===== config.mk =====
export PLATFORM = sky130hd
export DESIGN_NAME = mdio_master
export DESIGN_NICKNAME = d
export VERILOG_FILES = /design/src/rtl/mdio_pkg.sv /design/src/rtl/mdio_clkdiv.sv /design/src/rtl/mdio_frame_eng.sv /design/src/rtl/mdio_seq.sv /design/src/rtl/mdio_master.sv
export SDC_FILE = /design/constraint.sdc
export NUM_CORES = 1
export LEC_CHECK = 0
export ABC_AREA = 1
export BUFFER_PORTS_ARGS = -buffer_cell sky130_fd_sc_hd__buf_2
export CELL_PAD_IN_SITES_DETAIL_PLACEMENT = 1
export CELL_PAD_IN_SITES_GLOBAL_PLACEMENT = 1
export CORE_AREA = 3 3 147 149
export DETAILED_ROUTE_END_ITERATION = 8
export DIE_AREA = 0 0 150 152
export PLACE_DENSITY_LB_ADDON = 0.1
export SETUP_SLACK_MARGIN = 0.02
export SYNTH_ARGS = -nofsm -noshare
export SYNTH_HDL_FRONTEND = slang
export SYNTH_SLANG_ARGS = --single-unit

===== constraint.sdc =====
create_clock -name clk -period 1.75 [get_ports clk]
set_input_delay 0.2625 -clock clk [delete_from_list [all_inputs] [get_ports clk]]
set_output_delay 0.2625 -clock clk [all_outputs]
set_load 0.02 [all_outputs]

===== src/rtl/mdio_pkg.sv =====
package mdio_pkg;

    localparam int PRE_BITS   = 32;
    localparam int PHY_W      = 5;
    localparam int DEV_W      = 5;
    localparam int DATA_W     = 16;
    localparam int REG_AW     = DEV_W + DATA_W;
    localparam int HDR_BITS   = PRE_BITS + 2 + 2 + PHY_W + DEV_W;
    localparam int FRAME_BITS = HDR_BITS + 2 + DATA_W;
    localparam int RX_BITS    = DATA_W + 1;
    localparam int BIT_CW     = $clog2(FRAME_BITS + 2);

    localparam logic [1:0] START_SHORT = 2'b01;
    localparam logic [1:0] START_EXT   = 2'b00;
    localparam logic [1:0] OPS_READ    = 2'b10;
    localparam logic [1:0] OPS_WRITE   = 2'b01;
    localparam logic [1:0] OPX_ADDR    = 2'b00;
    localparam logic [1:0] OPX_READ    = 2'b11;
    localparam logic [1:0] OPX_WRITE   = 2'b01;
    localparam logic [1:0] TA_DRIVEN   = 2'b10;

    typedef enum logic [1:0] {E_IDLE, E_RUN, E_TAIL} eng_st_e;
    typedef enum logic [1:0] {Q_IDLE, Q_ADR, Q_XFR} seq_st_e;

    function automatic logic [FRAME_BITS-1:0] build_frame(
        input logic [1:0]        st,
        input logic [1:0]        op,
        input logic [PHY_W-1:0]  phy,
        input logic [DEV_W-1:0]  rf,
        input logic [DATA_W-1:0] body
    );
        return {{PRE_BITS{1'b1}}, st, op, phy, rf, TA_DRIVEN, body};
    endfunction

endpackage


===== src/rtl/mdio_clkdiv.sv =====
module mdio_clkdiv #(
    parameter int DIV_HALF = 4
) (
    input  logic clk,
    input  logic rst_n,
    input  logic run,
    input  logic freeze,
    output logic mdc,
    output logic tick,
    output logic fall_stb,
    output logic rise_stb
);
    localparam int CW = (DIV_HALF > 1) ? $clog2(DIV_HALF) : 1;
    localparam logic [CW-1:0] CNT_TOP = CW'(DIV_HALF - 1);

    typedef struct packed {
        logic [CW-1:0] cnt;
        logic          mdc;
    } div_t;

    div_t q, n;

    always_comb begin
        n    = q;
        tick = run && (q.cnt == CNT_TOP);
        if (!run) begin
            n.cnt = '0;
            n.mdc = 1'b1;
        end else begin
            n.cnt = tick ? '0 : q.cnt + 1'b1;
            if (tick && !freeze) begin
                n.mdc = ~q.mdc;
            end
        end
    end

    always_ff @(posedge clk or negedge rst_n) begin
        if (!rst_n) begin
            q <= '{cnt: '0, mdc: 1'b1};
        end else begin
            q <= n;
        end
    end

    assign mdc      = q.mdc;
    assign fall_stb = tick && !freeze && q.mdc;
    assign rise_stb = tick && !freeze && !q.mdc;

endmodule


===== src/rtl/mdio_frame_eng.sv =====
module mdio_frame_eng
    import mdio_pkg::*;
(
    input  logic                  clk,
    input  logic                  rst_n,
    input  logic                  launch,
    input  logic [FRAME_BITS-1:0] frame,
    input  logic                  drive_all,
    input  logic                  extra,
    input  logic                  mdio_i,
    input  logic                  tick,
    input  logic                  fall_stb,
    input  logic                  rise_stb,
    output logic                  run,
    output logic                  freeze,
    output logic                  mdio_o,
    output logic                  mdio_oe,
    output logic                  frame_done,
    output logic [RX_BITS-1:0]    rx
);
    localparam logic [BIT_CW-1:0] HDR_IDX = BIT_CW'(HDR_BITS);
    localparam logic [BIT_CW-1:0] FRM_IDX = BIT_CW'(FRAME_BITS);
    localparam logic [BIT_CW-1:0] LAST_N  = BIT_CW'(FRAME_BITS - 1);
    localparam logic [BIT_CW-1:0] LAST_X  = BIT_CW'(FRAME_BITS);

    typedef struct packed {
        eng_st_e               st;
        logic [FRAME_BITS-1:0] sh;
        logic [BIT_CW-1:0]     bitn;
        logic [BIT_CW-1:0]     last;
        logic                  drv;
        logic [RX_BITS-1:0]    rx;
        logic                  o;
        logic                  oe;
        logic                  done;
    } eng_t;

    eng_t q, n;
    logic drive_now;

    always_comb begin
        n         = q;
        n.done    = 1'b0;
        drive_now = 1'b0;
        unique case (q.st)
            E_IDLE: begin
                if (launch) begin
                    n.st   = E_RUN;
                    n.sh   = frame;
                    n.bitn = '0;
                    n.last = extra ? LAST_X : LAST_N;
                    n.drv  = drive_all;
                    n.rx   = '0;
                end
            end
            E_RUN: begin
                if (fall_stb) begin
                    drive_now = (q.bitn < HDR_IDX) || (q.drv && (q.bitn < FRM_IDX));
                    n.oe      = drive_now;
                    n.o       = drive_now ? q.sh[FRAME_BITS-1] : 1'b1;
                    n.sh      = {q.sh[FRAME_BITS-2:0], 1'b0};
                end
                if (rise_stb) begin
                    if ((q.bitn > HDR_IDX) && (q.bitn < FRM_IDX)) begin
                        n.rx = {q.rx[RX_BITS-2:0], mdio_i};
                    end
                    if (q.bitn == q.last) begin
                        n.st = E_TAIL;
                    end else begin
                        n.bitn = q.bitn + 1'b1;
                    end
                end
            end
            E_TAIL: begin
                if (tick) begin
                    n.st   = E_IDLE;
                    n.oe   = 1'b0;
                    n.o    = 1'b1;
                    n.done = 1'b1;
                end
            end
            default: n.st = E_IDLE;
        endcase
    end

    always_ff @(posedge clk or negedge rst_n) begin
        if (!rst_n) begin
            q <= '{st: E_IDLE, sh: '0, bitn: '0, last: '0, drv: 1'b0,
                   rx: '0, o: 1'b1, oe: 1'b0, done: 1'b0};
        end else begin
            q <= n;
        end
    end

    assign run        = (q.st != E_IDLE);
    assign freeze     = (q.st == E_TAIL);
    assign mdio_o     = q.o;
    assign mdio_oe    = q.oe;
    assign frame_done = q.done;
    assign rx         = q.rx;

endmodule


===== src/rtl/mdio_seq.sv =====
module mdio_seq
    import mdio_pkg::*;
(
    input  logic                  clk,
    input  logic                  rst_n,
    input  logic                  start,
    input  logic                  is_rd,
    input  logic                  is_ext,
    input  logic [PHY_W-1:0]      phy,
    input  logic [REG_AW-1:0]     regaddr,
    input  logic [DATA_W-1:0]     wdata,
    input  logic                  frame_done,
    input  logic [RX_BITS-1:0]    rx,
    output logic                  launch,
    output logic [FRAME_BITS-1:0] frame,
    output logic                  drive_all,
    output logic                  extra,
    output logic [DATA_W-1:0]     rdata,
    output logic                  ta_err,
    output logic                  done,
    output logic                  busy
);
    typedef struct packed {
        seq_st_e               st;
        logic                  rd;
        logic [PHY_W-1:0]      phy;
        logic [DEV_W-1:0]      dev;
        logic [DATA_W-1:0]     wd;
        logic                  launch;
        logic [FRAME_BITS-1:0] frame;
        logic                  drv;
        logic                  extra;
        logic [DATA_W-1:0]     rdata;
        logic                  err;
        logic                  done;
    } seq_t;

    seq_t q, n;

    always_comb begin
        n        = q;
        n.launch = 1'b0;
        n.done   = 1'b0;
        unique case (q.st)
            Q_IDLE: begin
                if (start) begin
                    n.rd     = is_rd;
                    n.phy    = phy;
                    n.dev    = regaddr[REG_AW-1:DATA_W];
                    n.wd     = wdata;
                    n.launch = 1'b1;
                    if (is_ext) begin
                        n.frame = build_frame(START_EXT, OPX_ADDR, phy,
                                              regaddr[REG_AW-1:DATA_W],
                                              regaddr[DATA_W-1:0]);
                        n.drv   = 1'b1;
                        n.extra = 1'b1;
                        n.st    = Q_ADR;
                    end else begin
                        n.frame = build_frame(START_SHORT,
                                              is_rd ? OPS_READ : OPS_WRITE, phy,
                                              regaddr[DEV_W-1:0], wdata);
                        n.drv   = !is_rd;
                        n.extra = 1'b0;
                        n.st    = Q_XFR;
                    end
                end
            end
            Q_ADR: begin
                if (frame_done) begin
                    n.frame  = build_frame(START_EXT,
                                           q.rd ? OPX_READ : OPX_WRITE,
                                           q.phy, q.dev, q.wd);
                    n.drv    = !q.rd;
                    n.extra  = 1'b0;
                    n.launch = 1'b1;
                    n.st     = Q_XFR;
                end
            end
            Q_XFR: begin
                if (frame_done) begin
                    n.done = 1'b1;
                    n.st   = Q_IDLE;
                    if (q.rd) begin
                        n.err   = rx[RX_BITS-1];
                        n.rdata = rx[RX_BITS-1] ? {DATA_W{1'b1}} : rx[DATA_W-1:0];
                    end else begin
                        n.err = 1'b0;
                    end
                end
            end
            default: n.st = Q_IDLE;
        endcase
    end

    always_ff @(posedge clk or negedge rst_n) begin
        if (!rst_n) begin
            q <= '{st: Q_IDLE, rd: 1'b0, phy: '0, dev: '0, wd: '0,
                   launch: 1'b0, frame: '0, drv: 1'b0, extra: 1'b0,
                   rdata: '0, err: 1'b0, done: 1'b0};
        end else begin
            q <= n;
        end
    end

    assign launch    = q.launch;
    assign frame     = q.frame;
    assign drive_all = q.drv;
    assign extra     = q.extra;
    assign rdata     = q.rdata;
    assign ta_err    = q.err;
    assign done      = q.done;
    assign busy      = (q.st != Q_IDLE);

endmodule


===== src/rtl/mdio_master.sv =====
module mdio_master
    import mdio_pkg::*;
#(
    parameter int DIV_HALF = 4
) (
    input  logic              clk,
    input  logic              rst_n,
    input  logic              cmd_start,
    input  logic              cmd_read,
    input  logic              cmd_ext,
    input  logic [4:0]        cmd_phy,
    input  logic [20:0]       cmd_reg,
    input  logic [15:0]       cmd_wdata,
    output logic [15:0]       rsp_rdata,
    output logic              rsp_ta_err,
    output logic              rsp_done,
    output logic              mdc,
    output logic              mdio_o,
    output logic              mdio_oe,
    input  logic              mdio_i
);
    logic                  seq_busy;
    logic                  eng_launch;
    logic [FRAME_BITS-1:0] eng_frame;
    logic                  eng_drive_all;
    logic                  eng_extra;
    logic                  eng_done;
    logic [RX_BITS-1:0]    eng_rx;
    logic                  div_run;
    logic                  div_freeze;
    logic                  div_tick;
    logic                  div_fall;
    logic                  div_rise;

    mdio_seq u_seq (
        .clk        (clk),
        .rst_n      (rst_n),
        .start      (cmd_start),
        .is_rd      (cmd_read),
        .is_ext     (cmd_ext),
        .phy        (cmd_phy),
        .regaddr    (cmd_reg),
        .wdata      (cmd_wdata),
        .frame_done (eng_done),
        .rx         (eng_rx),
        .launch     (eng_launch),
        .frame      (eng_frame),
        .drive_all  (eng_drive_all),
        .extra      (eng_extra),
        .rdata      (rsp_rdata),
        .ta_err     (rsp_ta_err),
        .done       (rsp_done),
        .busy       (seq_busy)
    );

    mdio_frame_eng u_eng (
        .clk        (clk),
        .rst_n      (rst_n),
        .launch     (eng_launch),
        .frame      (eng_frame),
        .drive_all  (eng_drive_all),
        .extra      (eng_extra),
        .mdio_i     (mdio_i),
        .tick       (div_tick),
        .fall_stb   (div_fall),
        .rise_stb   (div_rise),
        .run        (div_run),
        .freeze     (div_freeze),
        .mdio_o     (mdio_o),
        .mdio_oe    (mdio_oe),
        .frame_done (eng_done),
        .rx         (eng_rx)
    );

    mdio_clkdiv #(.DIV_HALF(DIV_HALF)) u_div (
        .clk      (clk),
        .rst_n    (rst_n),
        .run      (div_run),
        .freeze   (div_freeze),
        .mdc      (mdc),
        .tick     (div_tick),
        .fall_stb (div_fall),
        .rise_stb (div_rise)
    );

endmodule


==> results of run 1 <==
[power groups by stage]
stage          Clock, W  Sequential, W  Combinational (W)
3_5_place_dp          0        0.00528            0.00165
2_1_floorplan         0        0.00515            0.00107
4_1_cts         0.00403        0.00521            0.00166
5_1_grt         0.00421        0.00529            0.00191
6_report        0.00392        0.00521            0.00163
3_3_place_gp          0        0.00528            0.00160
[tightest hold or removal path, delay by kind of cell]
kind,cells,cell delay (ns)
buffers and inverters,1,0.09
AND/OR/NAND/NOR,2,0.10
[per-stage QoR]
step                power (W)  utilization [%]  setup slack, ns
detailed placement    0.00693             42.7            0.119
global route           0.0114             45.9          0.00934
CTS                    0.0109             45.7           0.0914
finish                 0.0108             45.9            0.144
global placement      0.00688             42.7            0.146
floorplan             0.00623                -            0.232
[final cells by class]
type	instances	area, sq um	area share, %
Sequential cell	179	4480	48.2
Multi-Input combinational cell	620	2910	31.3
Timing Repair Buffer	105	754	8.10
Clock buffer	19	453	4.86
Tap cell	270	338	3.63
Inverter	57	219	2.35
Clock inverter	13	150	1.61
[registers in the layout, summed over array words and instances (netlist names)]
register,flops
u_eng.q,76
u_div.mdc,1
u_eng.mdio_o,1
u_eng.frame_done,1
u_seq.done,1
u_div.q,2
u_seq.ta_err,1
u_seq.rdata,16
u_eng.mdio_oe,1
u_seq.launch,1
u_seq.drive_all,1
u_seq.frame,30
u_eng.rx,17
u_seq.extra,1
u_seq.q,29
[cells in the mapped netlist (all sizes together)]
| master | n |
|---|---|
| buf | 47 |
| xnor2 | 1 |
| o221ai | 2 |
| nand4 | 3 |
| nand2 | 261 |
| o22ai | 2 |
| a21oi | 41 |
| o21ai | 51 |
| clkbuf | 20 |
| dfstp | 2 |
| dfrtp | 177 |
| nor2 | 112 |
| xor2 | 1 |
| inv | 57 |
| or2 | 1 |
| nor3 | 1 |
| o211ai | 8 |
| nand3 | 48 |
| o31ai | 1 |
| a31oi | 43 |
| o2111ai | 9 |
| nor3b | 2 |
| o21a | 1 |
| a22o | 1 |
| a22oi | 29 |
| ha | 2 |
[routing by layer]
| layer | GRT usage (%) | up-vias | share of wire [%] |
|---|---|---|---|
| li1 | - | 3148 | - |
| met1 | 26.8 | 3081 | 50 |
| met2 | 27.4 | 83 | 45 |
| met3 | 3.13 | 23 | 2.9 |
| met4 | 5.23 | 0 | 1.4 |
| met5 | 0 | - | 0 |
[how the worst min path moves through the flow]
stage / endpoint / slack [ns] / cells after the start
floorplan: u_div.q[1] / -0.03 / 0
global placement: u_eng.rx[5] / 0.08 / 1
detailed placement: u_seq.rdata[4] / 0.09 / 1
CTS: u_seq.q[90] / 0.02 / 3
global route: u_seq.q[89] / 0.02 / 3
finish: u_seq.q[98] / 0.04 / 3
[logic make-up after synthesis]
group,synth area share (%)
and+or+nand+nor,21.5
AOI/OAI and AO/OA,14.3
DFF,56.3
buffers and inverters,7.25
xor gates and xnor gates,0.220
adders and majority gates,0.315
[timing repair]
item                                    in CTS  in global routing
gates resized for setup                      0                 12
setup buffers                                0                  0
endpoints found under the setup margin       0                 78
hold buffers                                 1                  0
hold endpoints to repair                   177                  0
==> flow_summary_export.csv, run 1 <==
group,metric,value,unit
clock_network,insertion_delay,0.43,ns
worst_setup_path,r2r_slack,0.14,ns
timing,final.period_utilization,91.8,%
drt,vias_per_cell,5.02,
worst_setup_path,worstReg2RegEnd,"u_eng.q[53]",
timing,holdWs,0.0382,ns
job,drv_cap,0,
worst_setup_path,critical_path_arrival,1.91,ns
place,post_dp_cell_area,0.00867,sq mm
worst_setup_path,crit_chain,"inv_2 > nor2_4 > buf_6 > nor2_2 > buf_12 > a22oi_1 > a21oi_1",
pwr,vdd_drop_max,0.619,mV
worst_setup_path,cpLargestDelayFamily,"buffers and inverters",
worst_setup_path,critPathBufInv,3,
global_routing,grt_pass1_wl,33900,um
synth,ys_warn_count,0,
finish,fillers,2455,
pwr,switching_share,29.3,%
finish,syn_to_final_growth,17.1,%
global_routing,antenna_found_initial,0,
worst_setup_path,crit_type,"register to register",
global_routing,grt-ovfl-total,0,
pwr,internal_power,0.00761,W
clock_network,cts_tree,"built",
place,dp_cells,1230,
synth,ys_seq_area_share,56.3,%
drt,first_pass_iters,4,
finish,drive_above_1_share,15.7,%
run_status,status,"finished, final reports clean",
finish,diodes,0,
global_routing,first_global_vias,6527,
die,coreArea,0.0203,sq mm
finish,layout_commonest_cell,"nand2_1",
die,start_util,39.2,%
worst_setup_path,reg2reg_depth,7,
synth,synth_top_area_cell,"dfrtp_1",
worst_setup_path,end_kind,"register",
drt,vias,6335,
drt,drtIter0Drc,345,
synth,synth_nets,973,
drt,wl_per_cell,15.5,um
clock_network,clkTransAtPathRegs,0.07,ns
die,ioPinCount,69,
worst_setup_path,startpoint_type,"register",
pwr,powerDensity,1160,mW/mm^2
timing,slew_violations,0,
die,dieHeight,152,um
pwr,p_leak,4.65,nW
synth,syn_area,0.00795,sq mm
synth,synth.distinct_cells,34,
min_path,hp-start,"cmd_wdata[13]",
timing,min_period,1.61,ns
timing,setup_viol,0,
clock_network,cts_buffers,17,
synth,synth.avg_cell_area,8.62,sq um
finish,fin_area,0.00931,sq mm
die,rows,52,
synth,ys_ff_latch,179,
timing,fin_skew,0.0110,ns
worst_setup_path,crit_fanout,29,
worst_setup_path,cp.depth,7,
timing,max_freq,0.623,GHz
clock_network,clk_path_buf_depth,2,
finish,final_cell_mix,"256 x nand2_1, 175 x dfrtp_1, 107 x nor2_1",
global_routing,grt_util_all_layers,18.1,%
synth,synth_cells,923,
pwr,p_clk_share,36.4,%
drt,drt_wl_total,19600,um
min_path,hp-class,"input port to register",
timing,setup_tns,0,ns
finish,nNetsFinal,1030,
worst_setup_path,critical_path.startpoint,"u_eng.q[99]",
pwr,seqPwrFrac,48.4,%
worst_setup_path,cp_slowest_cell,"dfrtp_1",
timing,grt_setup_unrepaired,"true",
timing,final-hold-violation-count,0,
pwr,p_comb_share,15.2,%
drt,ant_nets,0,
worst_setup_path,rr_startpoint,"u_eng.q[99]",
place,io_buffers,68,
global_routing,grt_start_max_net_pins,64,
finish,layoutNonFillerInstCount,1263,
place,hpwl,12700,um
worst_setup_path,slowest_delay,0.45,ns
pwr,p_sw,0.00315,W
worst_setup_path,required,2.06,ns
timing,worst_pin_slew,0.500,ns
die,die_w,150,um
synth,synth.area.top_cells,"dfrtp_1 56%, nand2_1 12%, nor2_1 5.1%, a31oi_1 3.4%, o21ai_0 3.2%",
die,die_area,0.0228,sq mm
clock_network,cts_sinks,179,
worst_setup_path,cp-endpoint,"u_eng.q[53]",
timing,relSlewSlack,66.3,%
place,place_congestion,0.718,
synth,synth_top_area_share,55.7,%
clock_network,cts-root-buf,"clkbuf_16",
drt,drc,0,
clock_network,ctsHtreeMaxLevel,4,
No activity file was read; power rests on OpenSTA's default activity.
==> run 2: changes to the inputs <==
Settings changed: CORE_AREA 3 3 147 149 to 3 3 156 158, DIE_AREA 0 0 150 152 to 0 0 159 161, RECOVER_POWER set to 100, SKIP_LAST_GASP set to 1, SYNTH_HIERARCHICAL set to 1.
==> run 2 against run 1 <==
- global-route usage fell by 0.62 points
- die area up 12%
- fmax decreased by 4.4%
- synthesized area is 13% higher
- clock-buffer cell count decreased by 2
- power shrank 1.7%
- non-clock buffer count is 6 lower
- critical path depth increased by 1
- via count grew 7.1%
- setup slack lost 0.074 ns
- clock skew grew 0.014 ns
- sequential share of layout area shrank 1.9 points
- critical endpoint is now u_eng/q[70]
==> flow_summary_export.csv, run 2 <==
group,metric,value,unit
die,ioPinCount,69,
finish,largest_reg_flops,76,
worst_setup_path,critical_path_arrival,2.02,ns
synth,synth-simple-area-share,25.2,%
drt,ant_nets,0,
synth,synth_compound_area_share,10.8,%
drt,wl_met1,10900,um
timing,slew_violations,0,
timing,setup_viol,0,
pwr,powerDensity,1090,mW/mm^2
timing,setup_tns,0,ns
global_routing,grt_pass1_wl,37200,um
finish,layout_commonest_cell,"nand2_1",
worst_setup_path,startpoint_type,"register",
drt,drt_wl_total,22100,um
synth,synth.avg_cell_area,8.45,sq um
drt,top_layer,"met4",
synth,synth.area.top_cells,"dfrtp_1 49%, nand2_1 12%, buf_4 9.8%, nand3_1 5.3%, a22oi_1 5.3%",
timing,grt_setup_unrepaired,"true",
pwr,p_leak,4.55,nW
pwr,internal_power,0.00728,W
clock_network,clkTransAtPathRegs,0.08,ns
pwr,p_comb_share,14.4,%
pwr,switching_share,31.2,%
synth,synth_top_family_by_area,"simple AND/OR/NAND/NOR gates",
run_status,status,"finished, final reports clean",
synth,synth-xor-area-share,0.195,%
drt,dr_wl_met3,549,um
synth,synth_edf_count,0,
global_routing,grt_start_max_net_pins,67,
synth,synthAdderAreaFrac,0.417,%
drt,wl_per_cell,16.3,um
finish,layoutNonFillerInstCount,1360,
clock_network,insertion_delay,0.44,ns
timing,holdWs,0.0269,ns
finish,fillers,2792,
clock_network,cts_buffers,17,
finish,syn_to_final_growth,7.61,%
synth,syn_area,0.00900,sq mm
worst_setup_path,crit_fanout,31,
drt,routed-wl-met2,10600,um
clock_network,cts_tree,"built",
timing,max_freq,0.595,GHz
place,dp_cells,1322,
place,hpwl,13800,um
worst_setup_path,required,2.09,ns
die,die_w,159,um
pwr,vdd_drop_max,0.539,mV
synth,synth_top_area_share,49.2,%
pwr,p_clk_share,35.8,%
place,io_buffers,68,
synth,synth_cells,1065,
synth,ys.flop_type,"dfrtp_1",
global_routing,antenna_found_initial,0,
clock_network,clk_path_buf_depth,2,
finish,nNetsFinal,1079,
die,coreArea,0.0233,sq mm
synth,synth_common_cells,"293 x nand2_1, 177 x dfrtp_1, 117 x buf_4",
job,drv_cap,0,
global_routing,first_global_vias,7216,
finish,drive_above_1_share,13.4,%
global_routing,grt_util_all_layers,17.5,%
synth,async_flop_share,100,%
finish,fin_area,0.00968,sq mm
die,dieHeight,161,um
finish,diodes,0,
place,post_dp_cell_area,0.00898,sq mm
drt,vias,6786,
die,die_area,0.0256,sq mm
min_path,hp-class,"input port to register",
clock_network,cts_sinks,179,
timing,worst_pin_slew,1.26,ns
worst_setup_path,end_kind,"register",
synth,muxShareOfSynthArea,0,%
timing,min_period,1.68,ns
drt,first_pass_iters,5,
timing,fin_skew,0.0248,ns
finish,final_cell_mix,"292 x nand2_1, 176 x dfrtp_1, 98 x nor2_1",
timing,final.period_utilization,96.0,%
finish,regMostFlops,"u_eng/q",
die,start_util,38.7,%
global_routing,grt-ovfl-total,0,
clock_network,ctsHtreeMaxLevel,4,
timing,relSlewSlack,16.2,%
drt,drc,0,
timing,final-hold-violation-count,0,
synth,synth.distinct_cells,32,
synth,yosysMostFrequentCell,"nand2_1",
synth,ys_warn_count,6,
place,place_congestion,0.725,
pwr,seqPwrFrac,49.7,%
synth,ys_seq_area_share,49.8,%
synth,synth_top_area_cell,"dfrtp_1",
die,rows,56,
drt,drtIter0Drc,294,
worst_setup_path,crit_type,"register to register",
clock_network,cts-root-buf,"clkbuf_16",
drt,vias_per_cell,4.99,
pwr,p_sw,0.00330,W
synth,ys_ff_latch,179,
finish,fin_util,41.6,%
run 2: metrics by stage:
stage	setup WS (ns)	total power, W
after global routing	-0.0296	0.0113
after CTS	0.0321	0.0108
after floorplan	0.158	0.00672
after global placement	0.0782	0.00688
final	0.0700	0.0106
after detailed placement	0.0292	0.00693
run 2: cells by family after synthesis:
group                    count (synthesis)
AND/OR/NAND/NOR                        525
buffers and inverters                  193
flip-flops                             179
AO/OA/AOI/OAI                          162
adder cells (fa/ha/maj)                  3
XOR/XNOR                                 2
other                                    1
run 2: power groups by stage:
stage          Combinational, W  Clock (W)  Sequential (W)
6_report                0.00153    0.00379         0.00526
5_1_grt                 0.00182    0.00410         0.00535
3_3_place_gp            0.00155          0         0.00533
2_1_floorplan           0.00155          0         0.00518
4_1_cts                 0.00160    0.00394         0.00526
3_5_place_dp            0.00159          0         0.00534
run 2: timing repair:
action,4_1_cts,5_1_grt
pin swaps,0,1
cloned,0,4
setup endpoints to repair,1,86
hold buffers,1,0
endpoints found under the hold margin,34,0
buffers inserted,0,1
resized for setup,1,15
run 2: critical path, stage by stage (launching register included):
cell	delay, ns
dfrtp_1	0.42
nor2_2	0.13
inv_2	0.09
nor2_4	0.14
inv_1	0.15
nand2_4	0.22
clkbuf_16	0.26
nor2_1	0.05
a21oi_1	0.10
run 2: area by class of cell:
type                            count  area, sq um  area share (%)
Timing Repair Buffer               99          726            7.50
Tap cell                          319          399            4.12
Clock inverter                     15          154            1.59
Sequential cell                   179         4480            46.3
Clock buffer                       17          425            4.39
Timing Repair inverter              1         7.51          0.0775
Multi-Input combinational cell    694         3340            34.5
Inverter                           36          143            1.47
run 2: layer usage:
metal  global-route usage [%]  up-vias
met3                     2.46       10
li1                         -     3334
met4                     4.58        0
met2                     29.0       98
met1                     24.3     3344
met5                        0        -
run 2: path summary, 6_finish.rpt:
path                         startpoint              end  slack, ns  depth (start not counted)
setup / recovery            u_eng/q[99]      u_eng/q[70]       0.07                          8
hold / removal             cmd_wdata[6]      u_seq/q[91]       0.03                          3
setup reg to reg            u_eng/q[99]      u_eng/q[70]       0.07                          8
hold reg to reg              u_div/q[1]       u_div/q[1]       0.46                          1
max in group asynchronous         rst_n     u_seq/q[110]       0.24                          3
min in group asynchronous         rst_n  u_seq/rdata[14]       0.65                          2
